## config.mk

```make
export PLATFORM = sky130hd
export DESIGN_NAME = gate_cmp_timer
export DESIGN_NICKNAME = d
export VERILOG_FILES = /design/src/rtl/gct_pkg.sv /design/src/rtl/gct_sync.sv /design/src/rtl/gct_prescale.sv /design/src/rtl/gct_core.sv /design/src/rtl/gate_cmp_timer.sv
export SDC_FILE = /design/constraint.sdc
export NUM_CORES = 1
export LEC_CHECK = 0
export BUFFER_PORTS_ARGS = -buffer_cell sky130_fd_sc_hd__clkbuf_2
export CAP_MARGIN = 20
export CORE_MARGIN = 2
export CORE_UTILIZATION = 50
export DETAILED_ROUTE_END_ITERATION = 8
export PLACE_DENSITY = 0.75
export SYNTH_ARGS = -nofsm -noshare
export SYNTH_HDL_FRONTEND = slang
export SYNTH_SLANG_ARGS = --single-unit
```

## constraint.sdc

```tcl
create_clock -name clk -period 4.01 [get_ports clk]
set_clock_uncertainty 0.2 [all_clocks]
set_input_delay 0.401 -clock clk [delete_from_list [all_inputs] [get_ports clk]]
set_output_delay 0.401 -clock clk [all_outputs]
set_load 0.01 [all_outputs]
```

## src/rtl/gct_pkg.sv

```systemverilog
package gct_pkg;
    localparam int DW  = 8;
    localparam int CW  = 2 * DW;
    localparam int PSW = 3;
    localparam int AW  = 3;

    localparam logic [AW-1:0] A_CTRL = 3'd0;
    localparam logic [AW-1:0] A_CNTH = 3'd1;
    localparam logic [AW-1:0] A_CNTL = 3'd2;
    localparam logic [AW-1:0] A_RLDH = 3'd3;
    localparam logic [AW-1:0] A_RLDL = 3'd4;

    typedef struct packed {
        logic           en;
        logic           gated;
        logic           pol;
        logic           init;
        logic           rsvd;
        logic [PSW-1:0] ps;
    } ctrl_t;

    typedef struct packed {
        ctrl_t          ctrl;
        logic [CW-1:0]  cnt;
        logic [CW-1:0]  rld;
        logic           out;
        logic           irq;
        logic           in_prev;
    } st_t;
endpackage

```

## src/rtl/gct_sync.sv

```systemverilog
module gct_sync (
    input  logic clk,
    input  logic rst_n,
    input  logic din,
    output logic dout
);
    typedef struct packed {
        logic s1;
        logic s2;
    } sy_t;

    sy_t sy_d, sy_q;

    always_comb begin
        sy_d.s1 = din;
        sy_d.s2 = sy_q.s1;
    end

    always_ff @(posedge clk or negedge rst_n) begin
        if (!rst_n) sy_q <= '0;
        else        sy_q <= sy_d;
    end

    assign dout = sy_q.s2;
endmodule

```

## src/rtl/gct_prescale.sv

```systemverilog
module gct_prescale #(
    parameter int PSW = 3
) (
    input  logic           clk,
    input  logic           rst_n,
    input  logic           en,
    input  logic [PSW-1:0] ps,
    output logic           tick
);
    localparam int PW = (1 << PSW) - 1;

    logic [PW-1:0] pcnt_d, pcnt_q, mask;

    always_comb begin
        mask   = PW'((32'd1 << ps) - 32'd1);
        tick   = en && ((pcnt_q & mask) == mask);
        pcnt_d = en ? pcnt_q + 1'b1 : '0;
    end

    always_ff @(posedge clk or negedge rst_n) begin
        if (!rst_n) pcnt_q <= '0;
        else        pcnt_q <= pcnt_d;
    end

    // with division above one, ticks never fall on adjacent cycles
    p_tick_gap_r3: assert property (@(posedge clk) disable iff (!rst_n)
        (tick && ps != '0) |=> (!tick || ps != $past(ps)));
endmodule

```

## src/rtl/gct_core.sv

```systemverilog
module gct_core
    import gct_pkg::*;
(
    input  logic          clk,
    input  logic          rst_n,
    input  logic          wr_en,
    input  logic [AW-1:0] wr_addr,
    input  logic [DW-1:0] wr_data,
    input  logic [AW-1:0] rd_addr,
    output logic [DW-1:0] rd_data,
    input  logic          tick,
    input  logic          in_s,
    output ctrl_t         ctrl,
    output logic          tmr_out,
    output logic          irq
);
    st_t st_d, st_q;
    logic          cnt_wr, act, act_prev, step, hit, deassert;
    logic [CW-1:0] cnt_inc;

    always_comb begin
        st_d          = st_q;
        st_d.irq      = 1'b0;
        st_d.in_prev  = in_s;
        cnt_wr   = wr_en && (wr_addr == A_CNTH || wr_addr == A_CNTL);
        act      = (in_s == st_q.ctrl.pol);
        act_prev = (st_q.in_prev == st_q.ctrl.pol);
        step     = st_q.ctrl.en && tick && (!st_q.ctrl.gated || act) && !cnt_wr;
        cnt_inc  = st_q.cnt + 1'b1;
        hit      = st_q.ctrl.gated ? (st_q.cnt == st_q.rld) : (cnt_inc == st_q.rld);
        deassert = st_q.ctrl.en && st_q.ctrl.gated && act_prev && !act;

        if (step) begin
            st_d.cnt = (st_q.ctrl.gated && hit) ? CW'(1) : cnt_inc;
            if (hit) begin
                st_d.irq = 1'b1;
                st_d.out = ~st_q.out;
            end
        end
        if (deassert) st_d.irq = 1'b1;

        if (wr_en) begin
            case (wr_addr)
                A_CTRL: begin
                    st_d.ctrl      = ctrl_t'(wr_data);
                    st_d.ctrl.rsvd = 1'b0;
                end
                A_CNTH:  st_d.cnt[CW-1:DW] = wr_data;
                A_CNTL:  st_d.cnt[DW-1:0]  = wr_data;
                A_RLDH:  st_d.rld[CW-1:DW] = wr_data;
                A_RLDL:  st_d.rld[DW-1:0]  = wr_data;
                default: ;
            endcase
        end
        if (!st_d.ctrl.en) st_d.out = st_d.ctrl.init;
    end

    always_ff @(posedge clk or negedge rst_n) begin
        if (!rst_n) st_q <= '0;
        else        st_q <= st_d;
    end

    always_comb begin
        case (rd_addr)
            A_CTRL:  rd_data = st_q.ctrl;
            A_CNTH:  rd_data = st_q.cnt[CW-1:DW];
            A_CNTL:  rd_data = st_q.cnt[DW-1:0];
            A_RLDH:  rd_data = st_q.rld[CW-1:DW];
            A_RLDL:  rd_data = st_q.rld[DW-1:0];
            default: rd_data = '0;
        endcase
    end

    assign ctrl    = st_q.ctrl;
    assign tmr_out = st_q.out;
    assign irq     = st_q.irq;

    // while enabled, the output only moves together with an interrupt
    p_out_with_irq_r4: assert property (@(posedge clk) disable iff (!rst_n)
        (st_q.ctrl.en && $past(st_q.ctrl.en) && st_q.out != $past(st_q.out)) |-> st_q.irq);

    // an inactive gate freezes the count
    p_hold_inactive_r5: assert property (@(posedge clk) disable iff (!rst_n)
        (st_q.ctrl.en && st_q.ctrl.gated && !act && !cnt_wr) |=> $stable(st_q.cnt));

    // a disabled timer holds its count
    p_hold_disabled_r3: assert property (@(posedge clk) disable iff (!rst_n)
        (!st_q.ctrl.en && !cnt_wr) |=> $stable(st_q.cnt));

    // gated counting either holds, steps by one or restarts at 0001h
    p_gated_step_r6: assert property (@(posedge clk) disable iff (!rst_n)
        (st_q.ctrl.en && st_q.ctrl.gated && !cnt_wr) |=>
        (st_q.cnt == $past(st_q.cnt) || st_q.cnt == $past(st_q.cnt) + 1'b1 || st_q.cnt == CW'(1)));

    // a low-byte write lands regardless of a coincident step
    p_write_wins_r9: assert property (@(posedge clk) disable iff (!rst_n)
        (wr_en && wr_addr == A_CNTL) |=> st_q.cnt[DW-1:0] == $past(wr_data));
endmodule

```

## src/rtl/gate_cmp_timer.sv

```systemverilog
module gate_cmp_timer
    import gct_pkg::*;
(
    input  logic          clk,
    input  logic          rst_n,
    input  logic          wr_en,
    input  logic [AW-1:0] wr_addr,
    input  logic [DW-1:0] wr_data,
    input  logic [AW-1:0] rd_addr,
    output logic [DW-1:0] rd_data,
    input  logic          tmr_in,
    output logic          tmr_out,
    output logic          irq
);
    logic  in_s, tick;
    ctrl_t ctrl;

    gct_sync u_sync (
        .clk  (clk),
        .rst_n(rst_n),
        .din  (tmr_in),
        .dout (in_s)
    );

    gct_prescale #(.PSW(PSW)) u_pre (
        .clk  (clk),
        .rst_n(rst_n),
        .en   (ctrl.en),
        .ps   (ctrl.ps),
        .tick (tick)
    );

    gct_core u_core (
        .clk    (clk),
        .rst_n  (rst_n),
        .wr_en  (wr_en),
        .wr_addr(wr_addr),
        .wr_data(wr_data),
        .rd_addr(rd_addr),
        .rd_data(rd_data),
        .tick   (tick),
        .in_s   (in_s),
        .ctrl   (ctrl),
        .tmr_out(tmr_out),
        .irq    (irq)
    );
endmodule

```

==> results of run 1 <==
==> where the power goes <==
| part | internal, mW | switching [mW] | total, mW |
|---|---|---|---|
| clock | 0.126 | 0.181 | 0.307 |
| sequential | 0.610 | 0.172 | 0.783 |
| combinational | 0.249 | 0.265 | 0.514 |
==> registers in the layout (all words and copies together), names as in the netlist <==
register / count
u_pre.pcnt_q: 7
u_core.st_q: 33
u_core.tmr_out: 1
u_sync.sy_d: 1
u_core.ctrl: 7
u_sync.dout: 1
u_core.irq: 1
==> cell families (layout without fill, tap and decap cells) <==
kind of cell	Yosys count	count (layout)	synth area share [%]
mux	34	34	11.2
buf+inv	28	45	3.55
flops	51	51	37.7
fa+ha+maj	3	3	1.11
compound gates	75	75	14.7
xor+xnor	35	35	9.05
simple gates	137	137	22.7
==> final timing paths <==
kind	from	endpoint
max	u_core.ctrl[0]$_DFFE_PN0P_	u_core.st_q[24]$_DFF_PN0_
min	u_sync.sy_d[0]$_DFF_PN0_	u_sync.dout$_DFF_PN0_
max reg2reg	u_core.ctrl[0]$_DFFE_PN0P_	u_core.st_q[24]$_DFF_PN0_
min reg2reg	u_sync.sy_d[0]$_DFF_PN0_	u_sync.dout$_DFF_PN0_
max in group asynchronous	rst_n	u_core.st_q[20]$_DFF_PN0_
min in group asynchronous	rst_n	u_core.st_q[13]$_DFFE_PN0P_
==> cells in the mapped netlist (3+ instances only) <==
library cell	count
dfrtp_1	51
nand2_1	38
mux2_2	22
nor2_1	22
xor2_1	21
a21oi_1	17
nand3_1	15
xnor2_1	14
mux2i_1	11
o31ai_1	11
clkbuf_1	10
nor3_1	10
o21ai_0	9
buf_2	8
a22oi_1	7
nand4_1	7
nor2b_1	7
o22ai_1	7
and2_1	6
inv_1	6
and3_1	5
nand2b_1	4
a31oi_1	3
ha_1	3
o211ai_1	3
or3_1	3
==> layer usage <==
layer  wire length (um)  up-vias  part of all wire, %  global-route usage (%)
li1                   -     1353                    -                       -
met4                229        0                  2.5                    8.38
met5                  0        -                    0                       0
met1               4240     1414                   47                    36.8
met2               4160       99                   46                    39.8
met3                467       18                  5.1                    3.90
==> area by class of cell <==
| type | instances | share of cell area (%) |
|---|---|---|
| Clock buffer | 6 | 1.99 |
| Clock inverter | 2 | 0.480 |
| Timing Repair Buffer | 31 | 4.66 |
| Sequential cell | 51 | 35.0 |
| Multi-Input combinational cell | 284 | 54.6 |
| Tap cell | 80 | 2.74 |
| Inverter | 6 | 0.617 |
==> worst reg2reg max path, delay by kind of cell (launching register included) <==
kind	cells	cell delay, ns
AOI/OAI and AO/OA	3	0.36
adders and majority gates	1	0.26
buffers and inverters	1	0.10
DFF	1	0.48
and+or+nand+nor	6	1.71
==> through the flow <==
step	hold WS (ns)	worst slack [ns]
detailed placement	0.149	0.794
global route	0.173	0.582
finish	0.169	0.743
global placement	0.135	0.894
CTS	0.169	0.778
floorplan	-0.0946	1.08
==> what timing repair did <==
| item | in CTS | in global routing |
|---|---|---|
| hold endpoints to repair | 30 | 0 |
| resized for setup | 0 | 0 |
| hold buffers | 2 | 0 |
| setup endpoints to repair | 0 | 0 |
==> impl_metrics.json, run 1 <==
{
  "status": "completed",
  "drt_wl_total_um": 9100,
  "gp_congestion": 0.975,
  "portBuffers": 27,
  "min_period_ns": 3.27,
  "fin_nets": 400,
  "synth_area_leader_cell": "dfrtp_1",
  "core_um2": 6680,
  "syn_area_per_cell_um2": 9.33,
  "cp_num_buf_inv": 1,
  "ant_nets": 0,
  "cts.sinks": 51,
  "rows": 30,
  "leakagePower_nw": 1.51,
  "synth_top_area_share_pct": 37.7,
  "ff2ff_path_depth": 11,
  "tns_ns": 0,
  "holdCritPathClass": "reg2reg",
  "final_area_um2": 3650,
  "firstDrtPassIters": 5,
  "synth-seq-cells": 51,
  "drc": 0,
  "antenna_found_initial": 0,
  "dieArea_um2": 7450,
  "setup_violations": 0,
  "power.density_nw_per_um2": 439,
  "reg2reg_slack_ns": 0.74,
  "cts_setup_buffers": 0,
  "crit_fanout": 11,
  "min_period_over_period_pct": 81.5,
  "max_stage_delay_ns": 0.48,
  "critPathTopFamily": "simple AND/OR/NAND/NOR gates",
  "max_freq_ghz": 0.306,
  "dp_hpwl_um": 6720,
  "synth_area_leaders": "dfrtp_1, mux2_2, xor2_1, nand2_1, xnor2_1",
  "synth.distinct_cells": 59,
  "die_x_um": 86.3,
  "slew_violations": 0,
  "cp_slowest_cell": "dfrtp_1",
  "endpoint_kind": "register",
  "hold_depth": 0,
  "drtIter0Drc": 224,
  "crit_type": "reg2reg",
  "hold_violations": 0,
  "regArea_um2": 1280,
  "cts_max_path_buffers": 2,
  "cp.depth": 11,
  "rsz0062_at_grt": "false",
  "crit_arrival_ns": 3.24,
  "synth_ff_type": "dfrtp_1",
  "grt_pass1_wl_um": 14600,
  "first_global_vias": 2766,
  "track_usage_pct": 25.6,
  "synth_area_um2": 3390,
  "ys_seq_area_share_pct": 37.7,
  "slew_headroom_pct": 45.4,
  "multi_input_area_um2": 1990,
  "htreeDepth": 2,
  "area_delta_synth_final_pct": 7.75,
  "nFillCells": 617,
  "ir_drop_uv": 324,
  "worstSetupStartpointType": "register",
  "insertion_delay_ns": 0.31,
  "vias_per_cell": 6.27,
  "synthArstFlopShare_pct": 100,
  "gr-total-overflow": 0,
  "cp_data_required_time_ns": 3.98,
  "numCtsBuffers": 5,
  "synth_enable_flop_cells": 0,
  "dp.cells": 450,
  "vias": 2884,
  "crit_chain": "inv_1 > or3_1 > ha_1 > nor2b_1 > o21bai_1 > a21oi_1 > nor4_2 > and2_1 > nand4b_4 > nor2_4 > o31ai_1",
  "final_cell_mix": "dfrtp_1, nand2_1, clkbuf_2, mux2_2, nor2_1",
  "drive_gt1_share_pct": 18.4,
  "path_clk_slew_ns": 0.10,
  "syn_nets": 384,
  "ys_warn_count": 0,
  "finalNonFillerCells": 460,
  "io_pins": 28,
  "grt_max_degree": 31,
  "wl_per_cell_um": 19.8,
  "place_area_um2": 3540,
  "max_slew.worst_pin.slew_ns": 0.819,
  "synthCells": 363,
  "p_total_mw": 1.60,
  "final_common_cell": "dfrtp_1",
  "maxCapViolCount": 0,
  "cts-root-buf": "clkbuf_8",
  "die_y_um": 86.3,
  "cts_tree": "yes",
  "n_antenna_cell": 0,
  "start_util_pct": 50.7,
  "fin_util_pct": 54.6
}
Power figures use the tool's default switching activity.
==> run 2, diff against run 1 <==
--- a/config.mk
+++ b/config.mk
@@ -5,12 +5,13 @@
 export SDC_FILE = /design/constraint.sdc
 export NUM_CORES = 1
 export LEC_CHECK = 0
+export ABC_AREA = 1
 export BUFFER_PORTS_ARGS = -buffer_cell sky130_fd_sc_hd__clkbuf_2
 export CAP_MARGIN = 20
 export CORE_MARGIN = 2
 export CORE_UTILIZATION = 50
 export DETAILED_ROUTE_END_ITERATION = 8
-export PLACE_DENSITY = 0.75
+export PLACE_DENSITY = 0.77
 export SYNTH_ARGS = -nofsm -noshare
 export SYNTH_HDL_FRONTEND = slang
 export SYNTH_SLANG_ARGS = --single-unit
==> constraint.sdc (replaced) <==
create_clock -name clk -period 2.7 [get_ports clk]
set_clock_uncertainty 0.2 [all_clocks]
set_input_delay 0.27 -clock clk [delete_from_list [all_inputs] [get_ports clk]]
set_output_delay 0.27 -clock clk [all_outputs]
set_load 0.01 [all_outputs]
==> run 2 against run 1 <==
Net effect: hold slack worse by 0.15 ns; count of clock-buffer cells in the layout up 1; sequential share of layout area shrank 3.4 points; cell count rose by 46%; total power rose by 120%; design area up 11%; flip-flop and latch count unchanged; global-route usage increased by 2.9 points; critical endpoint is now u_core.tmr_out$_DFFE_PN0P_; largest power group is now combinational cells.
==> impl_metrics.json, run 2 <==
{
  "status": "completed",
  "worstSetupStartpointType": "register",
  "die_x_um": 88.9,
  "largest_reg_flops": 33,
  "synth_top_area_share_pct": 35.4,
  "ys_seq_area_share_pct": 35.4,
  "crit_arrival_ns": 2.57,
  "synth_ff_type": "dfrtp_1",
  "wl_per_cell_um": 15.9,
  "leakagePower_nw": 2.01,
  "grt_max_degree": 32,
  "insertion_delay_ns": 0.31,
  "whs_ns": 0.0190,
  "nFillCells": 678,
  "syn_nets": 559,
  "synth_enable_flop_cells": 0,
  "endpoint_kind": "register",
  "min_period_over_period_pct": 94.9,
  "path_clk_slew_ns": 0.10,
  "antenna_found_initial": 0,
  "die_y_um": 88.9,
  "synth_area_um2": 3600,
  "cts-root-buf": "clkbuf_8",
  "tns_ns": 0,
  "drt_wl_total_um": 10700,
  "htreeDepth": 2,
  "final_common_cell": "nand2_1",
  "crit_type": "reg2reg",
  "ff2ff_path_depth": 13,
  "slew_headroom_pct": 54.2,
  "cts_max_path_buffers": 2,
  "drtIter0Drc": 483,
  "min_period_ns": 2.56,
  "ir_drop_uv": 478,
  "grt_pass1_wl_um": 17200,
  "synth.distinct_cells": 37,
  "drive_gt1_share_pct": 16.3,
  "hold_depth": 3,
  "dieArea_um2": 7900,
  "max_slew.worst_pin.slew_ns": 0.686,
  "start_util_pct": 52.5,
  "first_global_vias": 3481,
  "synthArstFlopShare_pct": 100,
  "regArea_um2": 1280,
  "ant_nets": 0,
  "cp_data_required_time_ns": 2.71,
  "cts_tree": "yes",
  "io_pins": 28,
  "synth-seq-cells": 51,
  "syn_area_per_cell_um2": 6.70,
  "gp_congestion": 0.972,
  "setup_violations": 0,
  "synthCells": 538,
  "multi_input_area_um2": 2010,
  "numCtsBuffers": 5,
  "vias": 3765,
  "slew_violations": 0,
  "synth_commonest_cells": "nand2_1, inv_1, nand3_1, dfrtp_1, nor2_1",
  "cts.sinks": 51,
  "synth_area_leader_cell": "dfrtp_1",
  "ys_warn_count": 0,
  "fin_nets": 595,
  "maxCapViolCount": 0,
  "synth_area_leaders": "dfrtp_1, nand2_1, nand3_1, inv_1, o21ai_0",
  "rows": 30,
  "firstDrtPassIters": 5,
  "dp_hpwl_um": 7940,
  "holdCritPathClass": "in2reg",
  "yosysMostFrequentCell": "nand2_1",
  "portBuffers": 27,
  "max_freq_ghz": 0.390,
  "n_antenna_cell": 0,
  "power.density_nw_per_um2": 882,
  "vias_per_cell": 5.61,
  "core_um2": 6870,
  "drc": 0,
  "hold_violations": 0,
  "final_cell_mix": "nand2_1, inv_1, nand3_1, dfrtp_1, nor2_1",
  "track_usage_pct": 28.5,
  "crit_fanout": 6,
  "largest_register": "u_core.st_q",
  "gr-total-overflow": 0,
  "area_delta_synth_final_pct": 12.1
}
-- run 2: area by class of cell --
type                    count  share of cell area, %
inverters                  70                   6.56
repair buffers             42                   6.56
multi-input cells         404                   49.8
well taps                  96                   2.97
flip-flops and latches     51                   31.6
clock buffers               7                   2.38
clock inverters             1                  0.186
-- run 2: metrics by stage --
step / std cells / worst slack, ns / util, % / power (mW) / instance area [um^2]
2_1_floorplan: 538 / 0.388 / - / 2.51 / 3600
3_3_place_gp: 659 / 0.120 / 56.5 / 2.96 / 3880
3_5_place_dp: 659 / 0.104 / 56.5 / 3.00 / 3880
4_1_cts: 669 / 0.0680 / 58.3 / 3.51 / 4000
5_1_grt: 671 / -0.0220 / 58.8 / 3.86 / 4040
6_report: 671 / 0.137 / 58.8 / 3.57 / 4040
-- run 2: worst paths after layout --
kind / end / start / slack, ns
worst min register to register: u_sync.dout$_DFF_PN0_ / u_sync.sy_d[0]$_DFF_PN0_ / 0.16
worst max-delay path: u_core.tmr_out$_DFFE_PN0P_ / u_core.ctrl[2]$_DFFE_PN0P_ / 0.14
worst min-delay path: u_core.st_q[24]$_DFF_PN0_ / wr_data[5] / 0.02
worst max register to register: u_core.tmr_out$_DFFE_PN0P_ / u_core.ctrl[2]$_DFFE_PN0P_ / 0.14
max in group asynchronous: u_core.ctrl[6]$_DFFE_PN0P_ / rst_n / 1.16
min in group asynchronous: u_core.ctrl[0]$_DFFE_PN0P_ / rst_n / 0.33
-- run 2: logic make-up (layout without fill, tap and decap cells) --
logic type / Yosys count / in the layout / synth area share [%]
compound gates: 102 / 102 / 16.8
xor+xnor: 5 / 5 / 1.22
fa+ha+maj: 3 / 3 / 1.04
buf+inv: 83 / 120 / 9.02
flops: 51 / 51 / 35.4
simple gates: 294 / 294 / 36.5
-- run 2: metal layers --
metal | up-vias | track usage (%) | wire length [um]
met5 | - | 0 | 0
met4 | 0 | 10.2 | 340
met3 | 39 | 4.25 | 703
met2 | 158 | 45.7 | 4920
met1 | 1734 | 39.2 | 4710
li1 | 1834 | - | -
-- run 2: power by group --
group | switching [mW] | leakage [nW] | internal, mW | total (mW)
Combinational | 1.11 | 1.33 | 0.640 | 1.75
Clock | 0.267 | 0.0505 | 0.234 | 0.501
Sequential | 0.334 | 0.626 | 0.981 | 1.32
-- run 2: worst max-delay path, stage by stage, from the launching register on --
cell      delay (ns)
dfrtp_1         0.45
inv_1           0.17
nand3_1         0.13
ha_1            0.31
nor2_1          0.04
a311oi_1        0.26
nand4_1         0.14
nor2_2          0.20
buf_4           0.17
nand3_1         0.14
nand2_1         0.09
nand2_1         0.05
nand2_1         0.06
nand2_1         0.05
-- run 2: what timing repair did --
item | 4_1_cts | 5_1_grt
hold buffers | 2 | 0
setup buffers | 0 | 2
endpoints found under the hold margin | 26 | 0
setup endpoints to repair | 0 | 17
resized for setup | 0 | 5
